`config.mk`:
```
export PLATFORM = sky130hd
export DESIGN_NAME = mat_gen
export DESIGN_NICKNAME = d
export VERILOG_FILES = /design/src/rtl/mat_pkg.sv /design/src/rtl/mat_seq.sv /design/src/rtl/mat_vec.sv /design/src/rtl/mat_acc.sv /design/src/rtl/mat_gen.sv
export SDC_FILE = /design/constraint.sdc
export NUM_CORES = 1
export LEC_CHECK = 0
export ABC_AREA = 1
export BUFFER_PORTS_ARGS = -buffer_cell sky130_fd_sc_hd__buf_2
export CORE_ASPECT_RATIO = 1.75
export CORE_MARGIN = 4
export CORE_UTILIZATION = 25
export DETAILED_ROUTE_END_ITERATION = 12
export PLACE_DENSITY = 0.54
export SLEW_MARGIN = 20
export SYNTH_ARGS = -nofsm -noshare
export SYNTH_HDL_FRONTEND = slang
export SYNTH_SLANG_ARGS = --single-unit
```
`constraint.sdc`:
```
create_clock -name clk -period 1.59 [get_ports clk]
set_clock_uncertainty 0.05 [all_clocks]
set_input_delay 0.0795 -clock clk [delete_from_list [all_inputs] [get_ports clk]]
set_output_delay 0.0795 -clock clk [all_outputs]
set_load 0.01 [all_outputs]
```
`src/rtl/mat_pkg.sv`:
```
package mat_pkg;

  // Fault kinds, in the order they are issued for each victim
  typedef enum logic [1:0] {
    FLT_PGLITCH = 2'd0,
    FLT_NGLITCH = 2'd1,
    FLT_RDELAY  = 2'd2,
    FLT_FDELAY  = 2'd3
  } flt_e;

  typedef enum logic [1:0] {
    ST_IDLE = 2'd0,
    ST_RUN  = 2'd1,
    ST_DONE = 2'd2
  } st_e;

endpackage

```
`src/rtl/mat_seq.sv`:
```
// Walks victim / fault / direction counters in nested order.
module mat_seq
  import mat_pkg::*;
#(
  parameter int WIDTH = 8,
  parameter bit BIDIR = 1'b1,
  localparam int VW = $clog2(WIDTH)
) (
  input  logic          clk,
  input  logic          rst_n,
  input  logic          clear,
  input  logic          step,
  output logic [VW-1:0] victim,
  output flt_e          fault,
  output logic          dir,
  output logic          last
);

  localparam logic [VW-1:0] LAST_VIC = VW'(WIDTH - 1);

  logic [VW-1:0] vic_q;
  flt_e          flt_q;
  logic          dir_wrap;
  logic          flt_wrap;
  logic          vic_end;

  assign flt_wrap = (flt_q == FLT_FDELAY);
  assign vic_end  = (vic_q == LAST_VIC);

  // Direction is the innermost level; it only exists on a two-way bus
  generate
    if (BIDIR) begin : g_two_way
      logic dir_q;
      always_ff @(posedge clk or negedge rst_n) begin
        if (!rst_n)      dir_q <= 1'b0;
        else if (clear)  dir_q <= 1'b0;
        else if (step)   dir_q <= ~dir_q;
      end
      assign dir_wrap = dir_q;
      assign dir      = dir_q;
    end else begin : g_one_way
      assign dir_wrap = 1'b1;
      assign dir      = 1'b0;
    end
  endgenerate

  always_ff @(posedge clk or negedge rst_n) begin
    if (!rst_n) begin
      vic_q <= '0;
      flt_q <= FLT_PGLITCH;
    end else if (clear) begin
      vic_q <= '0;
      flt_q <= FLT_PGLITCH;
    end else if (step && dir_wrap) begin
      if (flt_wrap) begin
        flt_q <= FLT_PGLITCH;
        vic_q <= vic_end ? '0 : vic_q + 1'b1;
      end else begin
        flt_q <= flt_e'(flt_q + 2'd1);
      end
    end
  end

  assign victim = vic_q;
  assign fault  = flt_q;
  assign last   = vic_end && flt_wrap && dir_wrap;

endmodule

```
`src/rtl/mat_vec.sv`:
```
// Builds the two vectors of a test from victim index and fault kind.
module mat_vec
  import mat_pkg::*;
#(
  parameter int WIDTH = 8,
  localparam int VW = $clog2(WIDTH)
) (
  input  logic [VW-1:0]    victim,
  input  flt_e             fault,
  output logic [WIDTH-1:0] v1,
  output logic [WIDTH-1:0] v2
);

  logic [WIDTH-1:0] hot;

  // One-hot mask of the victim wire
  generate
    for (genvar i = 0; i < WIDTH; i++) begin : g_hot
      assign hot[i] = (victim == VW'(i));
    end
  endgenerate

  always_comb begin
    unique case (fault)
      FLT_PGLITCH: begin v1 = '0;   v2 = ~hot; end  // victim low, others rise
      FLT_NGLITCH: begin v1 = '1;   v2 = hot;  end  // victim high, others fall
      FLT_RDELAY:  begin v1 = ~hot; v2 = hot;  end  // victim rises, others fall
      default:     begin v1 = hot;  v2 = ~hot; end  // victim falls, others rise
    endcase
  end

endmodule

```
`src/rtl/mat_acc.sv`:
```
// Additive response compactor.
module mat_acc #(
  parameter int WIDTH = 8
) (
  input  logic             clk,
  input  logic             rst_n,
  input  logic             clr,
  input  logic             add_en,
  input  logic [WIDTH-1:0] add_val,
  output logic [WIDTH-1:0] sum
);

  logic [WIDTH-1:0] sum_q;

  always_ff @(posedge clk or negedge rst_n) begin
    if (!rst_n)      sum_q <= '0;
    else if (clr)    sum_q <= '0;       // clear wins over an add
    else if (add_en) sum_q <= sum_q + add_val;
  end

  assign sum = sum_q;

endmodule

```
`src/rtl/mat_gen.sv`:
```
module mat_gen
  import mat_pkg::*;
#(
  parameter int WIDTH = 8,
  parameter bit BIDIR = 1'b1,
  localparam int VW = $clog2(WIDTH)
) (
  input  logic             clk,
  input  logic             rst_n,
  input  logic             start,
  output logic             pair_valid,
  input  logic             pair_ready,
  output logic [WIDTH-1:0] pair_v1,
  output logic [WIDTH-1:0] pair_v2,
  output logic [VW-1:0]    pair_victim,
  output logic [1:0]       pair_fault,
  output logic             pair_dir,
  output logic             done,
  input  logic             obs_valid,
  input  logic [WIDTH-1:0] obs_data,
  output logic [WIDTH-1:0] acc_sum
);

  st_e           st_q;
  logic          start_ok;
  logic          xfer;
  logic          seq_last;
  logic [VW-1:0] vic;
  flt_e          flt;
  logic          dir;

  assign start_ok = start && (st_q == ST_IDLE);
  assign xfer     = (st_q == ST_RUN) && pair_ready;

  always_ff @(posedge clk or negedge rst_n) begin
    if (!rst_n) st_q <= ST_IDLE;
    else begin
      unique case (st_q)
        ST_IDLE: if (start_ok)         st_q <= ST_RUN;
        ST_RUN:  if (xfer && seq_last) st_q <= ST_DONE;
        default:                       st_q <= ST_IDLE;
      endcase
    end
  end

  mat_seq #(.WIDTH(WIDTH), .BIDIR(BIDIR)) u_seq (
    .clk    (clk),
    .rst_n  (rst_n),
    .clear  (start_ok),
    .step   (xfer),
    .victim (vic),
    .fault  (flt),
    .dir    (dir),
    .last   (seq_last)
  );

  mat_vec #(.WIDTH(WIDTH)) u_vec (
    .victim (vic),
    .fault  (flt),
    .v1     (pair_v1),
    .v2     (pair_v2)
  );

  mat_acc #(.WIDTH(WIDTH)) u_acc (
    .clk     (clk),
    .rst_n   (rst_n),
    .clr     (start_ok),
    .add_en  (obs_valid),
    .add_val (obs_data),
    .sum     (acc_sum)
  );

  assign pair_valid  = (st_q == ST_RUN);
  assign pair_victim = vic;
  assign pair_fault  = flt;
  assign pair_dir    = dir;
  assign done        = (st_q == ST_DONE);

endmodule

```
==> results of run 1 <==
## cells in the mapped netlist
library cell and number:
nor2_1 9, nor2_4 1, o21ai_0 10, or2_1 2
nand3_1 10, a22o_1 1, o22ai_1 3, a21oi_2 2
inv_2 2, nand2_1 41, nand3_2 1, nand3b_1 3
xor2_1 10, o21a_1 1, nand2_4 2, fa_1 1
ha_1 17, a21oi_1 14, clkinv_1 1, inv_1 32
dfrtp_1 16, nand3_4 1
## worst max path at each step
stage | start | end | cells past startpoint
after floorplan | u_acc.sum[0] | u_acc.sum[6] | 11
after global placement | u_acc.sum[0] | u_acc.sum[6] | 11
after detailed placement | u_acc.sum[0] | u_acc.sum[6] | 11
after CTS | u_seq.fault[0] | pair_v2[3] | 5
after global routing | u_seq.victim[0] | pair_v1[3] | 5
final | u_seq.victim[0] | pair_v1[3] | 5
## worst reg2reg max path, cell delays in order (launching register included)
cell and delay [ns]:
dfrtp_1 0.35, ha_2 0.19, inv_2 0.04, fa_2 0.34, inv_2 0.06, nand2_2 0.04
nand2_2 0.07, nand3b_1 0.10, nand2_1 0.07, nand2_1 0.04, nand3_1 0.06, nand2_1 0.05
## cells by family after synthesis
family	synth area share, %
fa+ha+maj	17.13
compound gates	12.71
xor+xnor	6.445
simple gates	24.59
flops	29.47
buf+inv	9.669
## repair_timing
action | CTS | global route
endpoints found under the hold margin | 16 | 0
buffers inserted | 5 | 4
hold buffers | 1 | 0
gates resized for setup | 21 | 35
pin swaps | 1 | 7
setup endpoints to repair | 17 | 21
## flip-flops by register name, summed over array words and instances (netlist names)
| signal | count |
|---|---|
| st_q | 2 |
| u_acc.sum | 8 |
| u_seq.dir | 1 |
| u_seq.fault | 2 |
| u_seq.victim | 3 |
## metrics by stage
stage                     hold WS (ns)  cells  setup slack (ns)
final                          0.07809    298          -0.02184
after global routing           0.08912    298           -0.1056
after CTS                      0.07328    294          -0.03263
after detailed placement      -0.01376    285         -0.004164
after global placement        -0.01593    285           0.03384
after floorplan                -0.2661    180          0.007075
## per-layer routing
metal,vias up,part of all wire (%)
met5,-,0
met2,38,56
met4,0,1.2
li1,699,-
met1,593,38
met3,4,4.4
## area by class of cell
class	instances	area [µm²]	area share [%]
tap	55	68.82	3.483
sequential	16	402.9	20.39
multi-input combinational	129	969.7	49.08
clock buffer	3	41.29	2.090
timing repair buffer	60	354.1	17.92
inverter	35	138.9	7.030
## power by group through the flow
stage / clock (mW) / sequential, mW / combinational [mW]
2_1_floorplan: 0 / 0.839 / 1.72
3_3_place_gp: 0 / 0.769 / 2.79
3_5_place_dp: 0 / 0.765 / 2.84
4_1_cts: 0.319 / 0.769 / 3.05
5_1_grt: 0.334 / 0.831 / 3.76
6_report: 0.304 / 0.800 / 3.39
==> impl_metrics.yaml, run 1 <==
detailed_routing:
  drtAntennaViolNets: 0
  vias_per_cell: 4.477
  dr.first_iter.drc_count: 35
  drtPass1Iterations: 3
  routed_wl_mm: 3.564
  drc: 0
  via_count: 1334
  wl_per_cell_um: 11.96
place:
  port_buffers: 44
  placed_cell_area_mm2: 0.001698
  place.gp.congestion: 0.8856
  dp_hpwl_mm: 2.845
clock_tree:
  insertion_delay_ns: 0.24
  root_buffer: "clkbuf_8"
  cts.sinks: 16
  cts_tree: "yes"
  clk_pin_slew_ns: 0.07
  htreeDepth: 1
  clk_path_buf_depth: 2
  cts_inserted_buffers: 3
floorplanning:
  die_area_mm2: 0.006725
  die_height_um: 105.5
  die_x_um: 63.73
  core_mm2: 0.005255
  io_pins: 45
  fp-row-count: 35
  initial_core_util_pct: 25.86
worst_setup_path:
  reg2reg_to: "u_acc.sum[6]"
  end_kind: "output port"
  start_kind: "flop"
  timing.critical_path.mode_cell: "ha_2"
  critical_path.top_delay_family: "adder cells"
  crit_buf_inv: 1
  cp.required_ns: 1.46
  worst_ep_arrival_time_ns: 1.48
  max_stage_delay_ns: 0.42
  path_max_fanout: 4
  timing.rr.start: "u_acc.sum[0]"
  crit_slowest_cell: "dfrtp_1"
  cp_cell_sequence: "ha_2 -> ha_2 -> o21ai_1 -> o21a_1 -> buf_2"
  ff2ff_path_depth: 11
  critPathKind: "flop to output port"
  regToRegSetupSlack_ns: 0.03
global_route:
  use_met3_pct: 1.066
  grt_util_all_layers_pct: 10.55
  grt_max_degree: 17
  grt_pass1_vias: 1276
  antenna_found_initial: 0
  use_met2_pct: 21.02
  use_met1_pct: 11.07
  grt_pass1_wl_mm: 5.761
  overflow: 0
  grt_busiest_layer: "met2"
timing:
  tightest_slew_ns: 0.4120
  final_max_slew_viol_count: 0
  setup_violations: 2
  slew_headroom_pct: 72.53
  tns_ns: -0.02359
  period_minus_slack_ns: 1.612
  min_period_over_period_pct: 101.4
  rsz0062_at_grt: "true"
  finalHoldViolCount: 0
  worst_slack_ns: -0.02184
  max_freq_mhz: 620.4
status:
  violations: "negative setup slack"
  outcome: "complete, but fails checks"
power_and_ir_drop:
  peakVddDrop_uv: 740.2
  p_leak_nw: 1.047
  seqPwrFrac_pct: 17.8
  total_power_mw: 4.495
  power.internal_mw: 2.331
  p_comb_share_pct: 75.5
  clkPwrFrac_pct: 6.8
  cellPowerDensity_mw_per_mm2: 2275
  p_sw_mw: 2.164
  swShare_pct: 48.15
cells_and_area:
  design_area_mm2: 0.001976
  area_growth_pct: 45.40
  drive_gt1_share_pct: 46.50
  postLayoutCoreUtil_pct: 37.60
  nFillCells: 565
  layout_common_cells: "buf_2, nand2_1, inv_1"
  nets: 276
  antennaDiodeCount: 0
  final_common_cell: "buf_2"
synth:
  synth_area_leader_cell: "dfrtp_1"
  yosysWarnings: 0
  synth-seq-cells: 16
  ys_seq_area_share_pct: 29.47
  synthTopCellsByArea: "dfrtp_1, ha_1, nand2_1, inv_1, xor2_1"
  synthCells: 180
  syn_area_mm2: 0.001359
  synth_cell_type_count: 22
  syn_avg_cell_area_um2: 7.549
  synth_top_area_share_pct: 29.47
  syn_nets: 211
hold_path:
  hp-class: "input port to flop"
  hold_depth: 4
  min_to: "u_acc.sum[1]"
  min_from: "obs_valid"
run:
  drv_cap: 0
No activity file was read; power rests on OpenSTA's default activity.
==> run 2, diff against run 1 <==
--- a/config.mk
+++ b/config.mk
@@ -9,9 +9,9 @@
 export BUFFER_PORTS_ARGS = -buffer_cell sky130_fd_sc_hd__buf_2
 export CORE_ASPECT_RATIO = 1.75
 export CORE_MARGIN = 4
-export CORE_UTILIZATION = 25
+export CORE_UTILIZATION = 45
 export DETAILED_ROUTE_END_ITERATION = 12
-export PLACE_DENSITY = 0.54
+export PLACE_DENSITY = 0.82
 export SLEW_MARGIN = 20
 export SYNTH_ARGS = -nofsm -noshare
 export SYNTH_HDL_FRONTEND = slang
==> constraint.sdc (replaced) <==
create_clock -name clk -period 1.59 [get_ports clk]
set_clock_uncertainty 0.05 [all_clocks]
set_input_delay 0.0795 -clock clk [delete_from_list [all_inputs] [get_ports clk]]
set_output_delay 0.0795 -clock clk [all_outputs]
set_load 0.05 [all_outputs]
==> impl_metrics.yaml, run 2 (synthesis gave the netlist of run 1 again) <==
cells_and_area:
  final_common_cell: "nand2_1"
  nets: 283
  nFillCells: 141
  layout_common_cells: "nand2_1, buf_2, buf_4"
  postLayoutCoreUtil_pct: 86.50
  largest_register_ffs: 8
  antennaDiodeCount: 0
  drive_gt1_share_pct: 61.75
  area_growth_pct: 86.37
detailed_routing:
  drtPass1Iterations: 4
  wl_per_cell_um: 17.19
  dr.first_iter.drc_count: 33
  routed_wl_mm: 4.796
  via_count: 1445
  drtAntennaViolNets: 0
  drc: 0
  vias_per_cell: 5.179
place:
  port_buffers: 44
  dp_hpwl_mm: 2.929
  pre_cts_slack_ns: -0.005189
  place.gp.congestion: 0.8135
hold_path:
  min_from: "pair_ready"
  hp-class: "input port to flop"
timing:
  rsz0062_at_grt: "true"
  final_max_slew_viol_count: 0
  min_period_over_period_pct: 109.4
  setup_violations: 16
  tns_ns: -2.129
  period_minus_slack_ns: 1.739
  tightest_slew_ns: 0.3692
  slew_headroom_pct: 75.38
  max_freq_mhz: 575.0
  finalHoldViolCount: 0
  hold_slack_ns: 0.08841
  worst_slack_ns: -0.1493
global_route:
  grt_max_degree: 17
  overflow: 0
  grt_pass1_wl_mm: 7.086
  grt_util_all_layers_pct: 23.35
  antenna_found_initial: 0
  grt_pass1_vias: 1517
clock_tree:
  clk_pin_slew_ns: 0.07
  cts_inserted_buffers: 3
  clk_path_buf_depth: 2
  htreeDepth: 1
  root_buffer: "clkbuf_8"
  insertion_delay_ns: 0.25
  cts.sinks: 16
  cts_tree: "yes"
run:
  drv_cap: 0
status:
  outcome: "complete, but fails checks"
  violations: "negative setup slack"
floorplanning:
  initial_core_util_pct: 46.41
  core_mm2: 0.002928
  die_x_um: 49.54
  io_pins: 45
  fp-row-count: 26
  die_area_mm2: 0.003997
  die_height_um: 80.69
worst_setup_path:
  critPathKind: "flop to output port"
  start_kind: "flop"
  path_max_fanout: 6
  end_kind: "output port"
  cp-startpoint: "u_seq.fault[1]"
  cp.required_ns: 1.46
  timing.rr.start: "u_acc.sum[0]"
  worst_ep_arrival_time_ns: 1.61
-- run 2: changes by cell type in the layout (fill, tap and decap cells not counted), sizes merged --
cell / previous run / this run
clkbuf: 3 / 4
clkinv: 0 / 1
buf: 59 / 66
inv: 35 / 34
-- run 2: final cells by class --
| class | instances | area [µm²] | area share, % |
|---|---|---|---|
| multi-input combinational | 129 | 1309 | 51.68 |
| timing repair buffer | 67 | 555.5 | 21.94 |
| sequential | 16 | 414.1 | 16.35 |
| inverter | 35 | 163.9 | 6.472 |
| clock buffer | 4 | 55.05 | 2.174 |
| tap | 28 | 35.03 | 1.383 |
-- run 2: critical path, cell delays in order, from the launching register on --
cell and delay [ns]:
dfrtp_2 0.45, buf_6 0.14, ha_4 0.31, clkinv_8 0.13, xor2_4 0.17, buf_6 0.16
-- run 2: path summary, 6_finish.rpt --
kind	endpoint	slack [ns]	depth (start not counted)
max	pair_v2[1]	-0.15	5
min	u_seq.dir	0.09	3
max reg2reg	u_acc.sum[6]	0.01	11
min reg2reg	u_acc.sum[3]	0.45	2
max in group asynchronous	u_acc.sum[4]	0.98	2
min in group asynchronous	u_seq.dir	0.22	2
-- run 2: what timing repair did --
action | CTS | global route
gates resized for setup | 65 | 39
endpoints found under the hold margin | 16 | 0
endpoints found under the setup margin | 17 | 19
setup buffers | 7 | 2
gates cloned | 0 | 0
hold buffers | 1 | 0
pin swaps | 3 | 8
-- run 2: metal layers --
layer | GRT usage, % | routed length, µm | share of wire [%] | up-vias
met2 | 51.86 | 2991 | 62 | 36
met1 | 20.86 | 1631 | 34 | 691
met3 | 2.041 | 112 | 2.3 | 7
met5 | 0 | 0 | 0 | -
li1 | - | - | - | 711
met4 | 5.817 | 61 | 1.3 | 0
-- run 2: through the flow --
step | cells | cell area, µm²
2_1_floorplan | 180 | 1637
3_3_place_gp | 265 | 2002
3_5_place_dp | 265 | 2002
4_1_cts | 277 | 2354
5_1_grt | 279 | 2532
6_report | 279 | 2532
Power of run 2 is not shown: default switching activity piles up to over one toggle a cycle in this logic, so the estimate is an artifact.
